--- config.mk ---
export PLATFORM = sky130hd
export DESIGN_NAME = mxbus_master
export DESIGN_NICKNAME = d
export VERILOG_FILES = /design/src/rtl/mxb_pkg.sv /design/src/rtl/mxb_addr_gen.sv /design/src/rtl/mxb_lane.sv /design/src/rtl/mxb_ctrl.sv /design/src/rtl/mxbus_master.sv
export SDC_FILE = /design/constraint.sdc
export NUM_CORES = 1
export LEC_CHECK = 0
export ABC_AREA = 1
export CAP_MARGIN = 20
export CORE_UTILIZATION = 45
export CTS_CLUSTER_SIZE = 24
export DETAILED_ROUTE_END_ITERATION = 8
export GPL_TIMING_DRIVEN = 0
export HOLD_SLACK_MARGIN = 0.06
export PLACE_DENSITY = 0.83
export SLEW_MARGIN = 30
export SYNTH_ARGS = -nofsm -noshare
export SYNTH_HDL_FRONTEND = slang
export SYNTH_SLANG_ARGS = --single-unit
--- constraint.sdc ---
create_clock -name clk -period 6.5 [get_ports clk]
set_clock_uncertainty 0.15 [all_clocks]
set_input_delay 1.95 -clock clk [delete_from_list [all_inputs] [get_ports clk]]
set_output_delay 1.95 -clock clk [all_outputs]
set_load 0.01 [all_outputs]
--- src/rtl/mxb_pkg.sv ---
package mxb_pkg;
  typedef enum logic [2:0] {
    ST_IDLE,
    ST_FETCH,
    ST_ADDR,
    ST_DATA,
    ST_PUSH
  } mxb_state_e;

  localparam logic [1:0] PSZ_8  = 2'd0;
  localparam logic [1:0] PSZ_16 = 2'd1;
endpackage

--- src/rtl/mxb_addr_gen.sv ---
module mxb_addr_gen #(
  parameter int AW   = 32,
  parameter int LOWW = 5,
  parameter int CW   = 6
) (
  input  logic [AW-1:0] base,
  input  logic [CW-1:0] idx,
  input  logic          burst,
  output logic [AW-1:0] beat_addr
);
  logic [LOWW-1:0] wrap_lo;
  logic [AW-1:0]   linear;

  // burst beats wrap inside the aligned block, single-phase beats count up
  assign wrap_lo   = base[LOWW-1:0] + idx[LOWW-1:0];
  assign linear    = base + AW'(idx);
  assign beat_addr = burst ? {base[AW-1:LOWW], wrap_lo} : linear;
endmodule

--- src/rtl/mxb_lane.sv ---
module mxb_lane import mxb_pkg::*; #(
  parameter int DW = 32,
  localparam int NL = DW / 8,
  localparam int LW = $clog2(NL)
) (
  input  logic [1:0]    psz,
  input  logic [LW-1:0] lane,
  input  logic [DW-1:0] wword,
  input  logic [DW-1:0] rword,
  input  logic [DW-1:0] bus_in,
  output logic [DW-1:0] bus_out,
  output logic [DW-1:0] merged
);
  // lane 0 is the most significant byte
  function automatic logic [7:0] byte_of(input logic [DW-1:0] w, input int j);
    return w[DW-1-8*j -: 8];
  endfunction

  for (genvar j = 0; j < NL; j++) begin : g_lane
    localparam logic [LW-1:0] JL = LW'(j);
    logic [7:0] ob, src;
    logic       take;

    always_comb begin
      case (psz)
        PSZ_8: begin
          ob   = (j == 0) ? byte_of(wword, int'(lane)) : 8'h00;
          take = (JL == lane);
          src  = byte_of(bus_in, 0);
        end
        PSZ_16: begin
          ob   = (j < 2) ? byte_of(wword, int'({lane[LW-1:1], 1'b0}) + j) : 8'h00;
          take = (JL[LW-1:1] == lane[LW-1:1]);
          src  = byte_of(bus_in, j % 2);
        end
        default: begin
          ob   = byte_of(wword, j);
          take = 1'b1;
          src  = byte_of(bus_in, j);
        end
      endcase
    end

    assign bus_out[DW-1-8*j -: 8] = ob;
    assign merged[DW-1-8*j -: 8]  = take ? src : byte_of(rword, j);
  end
endmodule

--- src/rtl/mxb_ctrl.sv ---
module mxb_ctrl import mxb_pkg::*; #(
  parameter int AW = 32,
  parameter int DW = 32,
  parameter int CW = 6
) (
  input  logic          clk,
  input  logic          rst_n,
  input  logic          req_valid,
  output logic          req_ready,
  input  logic [AW-1:0] req_addr,
  input  logic          req_write,
  input  logic          req_burst,
  input  logic [1:0]    req_port,
  input  logic [CW-1:0] req_bytes,
  input  logic          wd_valid,
  output logic          wd_ready,
  input  logic [DW-1:0] wd_data,
  output logic          rd_valid,
  input  logic          rd_ready,
  output logic [DW-1:0] rd_data,
  output logic          rd_last,
  output logic          xfer_done,
  input  logic [AW-1:0] beat_addr,
  input  logic [DW-1:0] lane_out,
  input  logic [DW-1:0] lane_merge,
  output logic [AW-1:0] base_q,
  output logic [CW-1:0] k_q,
  output logic          burst_q,
  output logic [1:0]    psz_q,
  output logic [DW-1:0] wbuf_q,
  output logic [DW-1:0] rbuf_q,
  output logic [DW-1:0] bus_ad_o,
  output logic          bus_ad_oe,
  output logic          bus_ale,
  output logic          bus_wstb,
  output logic          bus_rstb
);
  mxb_state_e    st;
  logic          wr_q, naddr_q, last_q, done_q;
  logic [CW-1:0] cnt_q, pb, k_next;
  logic          last_beat, word_end;

  always_comb begin
    case (psz_q)
      PSZ_8:   pb = CW'(1);
      PSZ_16:  pb = CW'(2);
      default: pb = CW'(4);
    endcase
  end

  assign k_next    = k_q + pb;
  assign last_beat = (k_next >= cnt_q);
  assign word_end  = (k_next[1:0] == 2'b00) || last_beat;

  always_ff @(posedge clk) begin
    if (!rst_n) begin
      st      <= ST_IDLE;
      base_q  <= '0;
      k_q     <= '0;
      cnt_q   <= '0;
      burst_q <= 1'b0;
      psz_q   <= '0;
      wr_q    <= 1'b0;
      naddr_q <= 1'b0;
      last_q  <= 1'b0;
      done_q  <= 1'b0;
      wbuf_q  <= '0;
      rbuf_q  <= '0;
    end else begin
      done_q <= 1'b0;
      case (st)
        ST_IDLE: if (req_valid) begin
          base_q  <= req_addr;
          wr_q    <= req_write;
          burst_q <= req_burst;
          psz_q   <= req_port;
          cnt_q   <= req_bytes;
          k_q     <= '0;
          naddr_q <= 1'b1;
          rbuf_q  <= '0;
          st      <= req_write ? ST_FETCH : ST_ADDR;
        end
        ST_FETCH: if (wd_valid) begin
          wbuf_q <= wd_data;
          st     <= naddr_q ? ST_ADDR : ST_DATA;
        end
        ST_ADDR: st <= ST_DATA;
        ST_DATA: begin
          k_q <= k_next;
          if (!wr_q) rbuf_q <= lane_merge;
          if (!wr_q && word_end) begin
            last_q <= last_beat;
            st     <= ST_PUSH;
          end else if (last_beat) begin
            done_q <= 1'b1;
            st     <= ST_IDLE;
          end else begin
            naddr_q <= !burst_q;
            if (wr_q && k_next[1:0] == 2'b00) st <= ST_FETCH;
            else                              st <= burst_q ? ST_DATA : ST_ADDR;
          end
        end
        ST_PUSH: if (rd_ready) begin
          rbuf_q <= '0;
          if (last_q) begin
            done_q <= 1'b1;
            st     <= ST_IDLE;
          end else begin
            st <= burst_q ? ST_DATA : ST_ADDR;
          end
        end
        default: st <= ST_IDLE;
      endcase
    end
  end

  assign req_ready = (st == ST_IDLE);
  assign wd_ready  = (st == ST_FETCH);
  assign rd_valid  = (st == ST_PUSH);
  assign rd_data   = rbuf_q;
  assign rd_last   = last_q;
  assign xfer_done = done_q;

  assign bus_ale   = (st == ST_ADDR);
  assign bus_wstb  = (st == ST_DATA) && wr_q;
  assign bus_rstb  = (st == ST_DATA) && !wr_q;
  assign bus_ad_oe = bus_ale || bus_wstb;
  assign bus_ad_o  = bus_ale ? beat_addr[DW-1:0] : (bus_wstb ? lane_out : '0);
endmodule

--- src/rtl/mxbus_master.sv ---
module mxbus_master #(
  parameter int AW   = 32,
  parameter int DW   = 32,
  parameter int LOWW = 5,
  parameter int CW   = 6
) (
  input  logic          clk,
  input  logic          rst_n,
  input  logic          req_valid,
  output logic          req_ready,
  input  logic [AW-1:0] req_addr,
  input  logic          req_write,
  input  logic          req_burst,
  input  logic [1:0]    req_port,
  input  logic [CW-1:0] req_bytes,
  input  logic          wd_valid,
  output logic          wd_ready,
  input  logic [DW-1:0] wd_data,
  output logic          rd_valid,
  input  logic          rd_ready,
  output logic [DW-1:0] rd_data,
  output logic          rd_last,
  output logic          xfer_done,
  output logic [DW-1:0] bus_ad_o,
  output logic          bus_ad_oe,
  input  logic [DW-1:0] bus_ad_i,
  output logic          bus_ale,
  output logic [LOWW-1:0] bus_alo,
  output logic          bus_wstb,
  output logic          bus_rstb
);
  localparam int LW = $clog2(DW / 8);

  logic [AW-1:0] base_q, beat_addr;
  logic [CW-1:0] k_q;
  logic          burst_q;
  logic [1:0]    psz_q;
  logic [DW-1:0] wbuf_q, rbuf_q, lane_out, lane_merge;

  mxb_ctrl #(.AW(AW), .DW(DW), .CW(CW)) u_ctrl (
    .clk(clk), .rst_n(rst_n),
    .req_valid(req_valid), .req_ready(req_ready), .req_addr(req_addr),
    .req_write(req_write), .req_burst(req_burst), .req_port(req_port),
    .req_bytes(req_bytes),
    .wd_valid(wd_valid), .wd_ready(wd_ready), .wd_data(wd_data),
    .rd_valid(rd_valid), .rd_ready(rd_ready), .rd_data(rd_data), .rd_last(rd_last),
    .xfer_done(xfer_done),
    .beat_addr(beat_addr), .lane_out(lane_out), .lane_merge(lane_merge),
    .base_q(base_q), .k_q(k_q), .burst_q(burst_q), .psz_q(psz_q),
    .wbuf_q(wbuf_q), .rbuf_q(rbuf_q),
    .bus_ad_o(bus_ad_o), .bus_ad_oe(bus_ad_oe), .bus_ale(bus_ale),
    .bus_wstb(bus_wstb), .bus_rstb(bus_rstb)
  );

  mxb_addr_gen #(.AW(AW), .LOWW(LOWW), .CW(CW)) u_agen (
    .base(base_q), .idx(k_q), .burst(burst_q), .beat_addr(beat_addr)
  );

  mxb_lane #(.DW(DW)) u_lane (
    .psz(psz_q), .lane(k_q[LW-1:0]), .wword(wbuf_q), .rword(rbuf_q),
    .bus_in(bus_ad_i), .bus_out(lane_out), .merged(lane_merge)
  );

  assign bus_alo = beat_addr[LOWW-1:0];
endmodule

# Yosys cells after proc, flatten, opt, wreduce, memory -nomap -nowiden
# Index checks and enable logic that the tools add are counted.
# classes
addsub	7
magnitude_cmp	1
eq_ne	18
n_shift	3
n_mux	45
bitwise_logic	1
n_reduce_logical	25
# ops
op	n
$mux W32	6
$shiftx A39 B32 Y8	3
$pmux W32 S3	1
$mux W8	8
$pmux W8 S2	3
$add A32 B6 Y32	1
$sub A6 B32 Y32 const A	1
$mux W3	7
$reduce_and A5 Y1	4
$pmux W3 S5	1
$pmux W1 S2	6
$pmux W6 S2	1
$sub A5 B5 Y6 const A	2
$ne A2 B1 Y1 const B	5
$ne A2 B2 Y1 const B	5
$mux W1	9
$reduce_and A2 Y1	4
$add A6 B3 Y6	1
$eq A3 B2 Y1 const B	2
$ge A6 B6 Y1	1
$logic_not A2 Y1	3
$mux W6	1
$pmux W3 S2	1
$add A5 B5 Y5	1
other kinds (17)	23
# word_totals
ff_bits	118
inputBits	111
output_inout_bits	78
elab_cells	115

# Depth between registers and ports, before layout
# depth
depth_word	9
ltp_mapped	20
depth_no_buf	19

# By module
# From an unflattened synthesis, not the netlist that was laid out.
# hier_totals
hier_cells	1220
hier_area_um2	7683.6
# by_module_without_submodules
mod	instances	cells_each	area_each_um2	seq_area_each_um2
mxb_ctrl	1	683	5208.7	2362.3
mxb_lane	1	295	1272.5	0.0
mxb_addr_gen	1	242	1202.4	0.0

# Worst setup path after synthesis
# OpenSTA, ideal clock, no wires.
# synth_timing
kind	register -> output
start	register u_ctrl.k_q[0]
end	output port bus_ad_o[16]
arrival_time_ns	1.746
required_time_ns	4.400
path_slack_ns	2.654
stages_incl_launch_ff	10
n_path_buf	0
path_cell_list	dfxtp_1 ha_1 fa_1 nand3_1 nand3_1 nand2_1 nand2_2 nand3_1 nor2_1 o21ai_0
# synth_via
elab_chain_len	3
# synth_lines
element	line_no	rtl
start, declared	mxb_ctrl.sv:27	output logic [CW-1:0] k_q,
start signal, assigned	mxb_ctrl.sv:89	k_q <= k_next;
$add A32 B6 Y32	mxb_addr_gen.sv:16	assign linear = base + AW'(idx);
$mux W32	mxb_addr_gen.sv:17	assign beat_addr = burst ? {base[AW-1:LOWW], wrap_lo} : linear;
$mux W32	mxb_ctrl.sv:128	assign bus_ad_o = bus_ale ? beat_addr[DW-1:0] : (bus_wstb ? lane_out : '0);
end, declared	mxbus_master.sv:24	output logic [DW-1:0] bus_ad_o,
# Every way passes these cells.

# Final worst setup path
# layout_timing
start	register u_ctrl.k_q[1]
end	output port bus_ad_o[18]
# layout_via
elab_chain_len	6
word_cells_on_any_way	8
classes_between	add/sub: 3; shift: 1; mux: 4
# layout_lines
element	line_no	rtl
$add A2 B1 Y3	mxb_lane.sv:32	ob = (j < 2) ? byte_of(wword, int'({lane[LW-1:1], 1'b0}) + j) : 8'h00;
$sub A6 B32 Y32	mxb_lane.sv:16	return w[DW-1-8*j -: 8];
$shiftx A39 B32 Y8	mxb_lane.sv:16	
$pmux W8 S2	mxb_lane.sv:25	case (psz)
$mux W32	mxb_ctrl.sv:128	
$mux W32 (*)	mxb_ctrl.sv:128	
# Mark *: on every way between the ends. The rest lies on a longest branch, timed or not.

==> summary.txt <==
Routing
  – ANT nets after route: 0
  – Residual DRC: 0
  – Starting DRC count in detailed routing: 756
  – Final WL: 25400 microns
  – DRT Pass-1 Iters: 5
  – Drt via density: 5.56
  – Routed len/inst: 17.3 microns
  – Detailed-route via count: 8153

Power and ir drop
  – Comb pwr share: 0.432
  – Internal Power: 0.00210 W
  – Clk pwr share: 0.267
  – Flop pwr share: 0.301
  – Leak: 3.98 nW
  – Sw Ratio: 0.398
  – Final Power: 0.00350 W
  – PD cells: 362 nW/um^2
  – Psw: 0.00139 W
  – Peak VDD IR: 0.209 mV

Clocking
  – Hold buffers post-CTS: 0
  – TritonCTS buffer count: 17
  – Longest Clk Path Bufs: 2
  – H-tree Lvls: 4
  – Clk root buf: clkbuf_16
  – # resized after CTS: 0
  – Post-CTS Setup Inserts: 0
  – CTS tree: yes
  – CTS clock-pin slew for the worst setup and hold paths: 60 ps
  – Clk sinks: 118
  – Clock Latency Late Sink: 430 ps

Yosys
  – Post-synth top area share: 0.339
  – Post-Syn Area per Cell: 6.57 sq um
  – Area contributors post-synth: dfxtp_1 34%, nand2_1 10%, o21ai_0 9.5%, a21oi_1 8.3%, nor2_1 6.8%
  – Cell accounting for the most synthesized area: dfxtp_1
  – Post-synth cell types: 42
  – Yosys warns: 0
  – Post-synth ARST share: 0
  – Seq cells post-synth: 118
  – Most used DFF post-synth: dfxtp_1
  – Cells after Synth: 1061
  – Most frequent cell after synthesis: nand2_1
  – Commonest cells in the netlist: 190 x nand2_1, 132 x o21ai_0, 127 x nor2_1, 120 x inv_1, 118 x dfxtp_1
  – Post-synth EDFFs: 0
  – Seq/Total Area, Yosys: 0.339
  – Syn_nets: 1190
  – Synth Cell Area: 6970 sq um

Die
  – Core Area: 15100 sq um
  – Die X: 126 microns
  – Io pins: 189
  – Die height: 126 microns
  – Row count: 45
  – Die Footprint: 16000 sq um
  – Starting Density: 0.460

Place
  – Final GP Congestion: 0.978
  – HPWL after detailed placement: 19600 microns
  – IO buf count: 187
  – Placed insts: 1436
  – Placed Area: 9080 sq um

Timing
  – Worst-Margin Slew: 774 ps
  – Slew Limit Fails: 0
  – Final setup violation count: 0
  – Worst Hold Margin: 318 ps
  – Period utilization: 0.797
  – Setup TNS: 0 ps
  – Rel. slew slack: 0.484
  – Crit path time final: 5180 ps
  – Fmax: 193 MHz
  – RSZ-0062 raised after global routing: no
  – Final Hold Fails: 0

Final layout
  – ANT cells: 0
  – Finished Layout Cells: 1466
  – Synth-to-layout area growth: 38.5%
  – Fin area: 9650 sq um
  – Final net count: 1396
  – Layout cells sized above 1: 0.0767

Global routing
  – Global route total overflow: 0
  – Initial antenna violation count: 0
  – Vias in the first global route: 7642
  – Tot GR Track Use: 0.322
  – First-pass GRT wire length: 39600 microns
  – Largest net degree at the start of global routing: 17

Critical path
  – CP arrival: 3080 ps
  – Setup CP Type: flip-flop to primary output
  – CP Launch Type: flip-flop
  – Critical Path RT: 4400 ps
  – Max Fanout on Critical Path: 10
  – Setup crit end kind: primary output

Flow run
  – Max Cap Viol: 0

Status
  – Status: finished clean

Worst hold path
  – Hold Crit Class: flip-flop to flip-flop
[cells by family after synthesis]
kind of cell               synth area share
AOI/OAI and AO/OA                     0.232
xor gates and xnor gates            0.00754
adders and majority gates            0.0345
buffers and inverters                 0.108
DFF                                   0.339
and+or+nand+nor                       0.278
[metal layers]
layer	part of all wire	vias to the layer above	GRT usage
met5	0	-	0
met4	0.040	0	0.168
met3	0.090	75	0.0515
met2	0.46	431	0.540
met1	0.41	3736	0.398
li1	-	3911	-
[sequential cells by signal (all words and copies together) (netlist names), 2 cells and up]
name / flops
u_ctrl.wbuf_q: 32
u_ctrl.psz_q: 2
u_ctrl.k_q: 6
u_ctrl.base_q: 32
u_ctrl.rbuf_q: 32
u_ctrl.cnt_q: 6
u_ctrl.st: 3
[cells in the final DEF, fill, tap and decap left out, types with 4 or more instances in the layout]
cell,count
dfxtp_1,118
nor3_1,7
buf_4,4
nand4_1,11
nor3_2,9
buf_2,16
o21ai_1,13
xor2_1,6
o211ai_1,7
o21ai_0,132
clkbuf_16,17
a21oi_1,115
ha_1,16
clkinv_2,4
a21oi_2,4
a32oi_1,9
o22ai_1,4
inv_1,120
a22o_1,5
clkbuf_1,30
inv_2,11
clkdlybuf4s50_1,187
nor2_2,7
nor2_1,127
nand3_1,67
nand2_2,5
nand2_1,190
[layout make-up]
cell class,count,area [sq um]
fillers,1339,5500
plain buffers,53,256
inverters,133,499
clock buffers,21,470
flip-flops and latches,118,2360
well taps,188,235
repair buffers,187,1870
multi-input cells,757,3850
clock inverters,9,103
[worst max-delay path, stage by stage, from the launching register on]
cell	delay (ps)
dfxtp_1	640
fa_1	310
nand3_1	100
nand3_1	150
nand2_1	90
nand2_2	180
nand2_1	110
nor2_1	210
nand2_1	90
nand2_1	80
nand3_1	60
nand2_1	100
clkdlybuf4s50_1	540
[metrics by stage]
stage,setup slack [ps],util
final,1320,0.637
after global routing,1170,0.637
after global placement,1880,0.599
after detailed placement,1830,0.599
after floorplan,2650,-
after CTS,1370,0.637
[power by group through the flow]
stage | Sequential [W] | Combinational (W) | Clock, W
2_1_floorplan | 0.00107 | 0.000878 | 0
3_3_place_gp | 0.00106 | 0.00145 | 0
3_5_place_dp | 0.00106 | 0.00148 | 0
4_1_cts | 0.00105 | 0.00149 | 0.000930
5_1_grt | 0.00107 | 0.00165 | 0.000959
6_report | 0.00105 | 0.00151 | 0.000934
[final timing paths]
| path | start | endpoint | slack [ps] | cells after the start |
|---|---|---|---|---|
| worst max-delay path | u_ctrl.k_q[1] | bus_ad_o[18] | 1320 | 12 |
| worst min-delay path | u_ctrl.rbuf_q[20] | u_ctrl.rbuf_q[20] | 320 | 2 |
| worst max register to register | u_ctrl.k_q[1] | u_ctrl.naddr_q | 2660 | 17 |
| worst min register to register | u_ctrl.rbuf_q[20] | u_ctrl.rbuf_q[20] | 320 | 2 |
(Power assumes the default switching activity.)
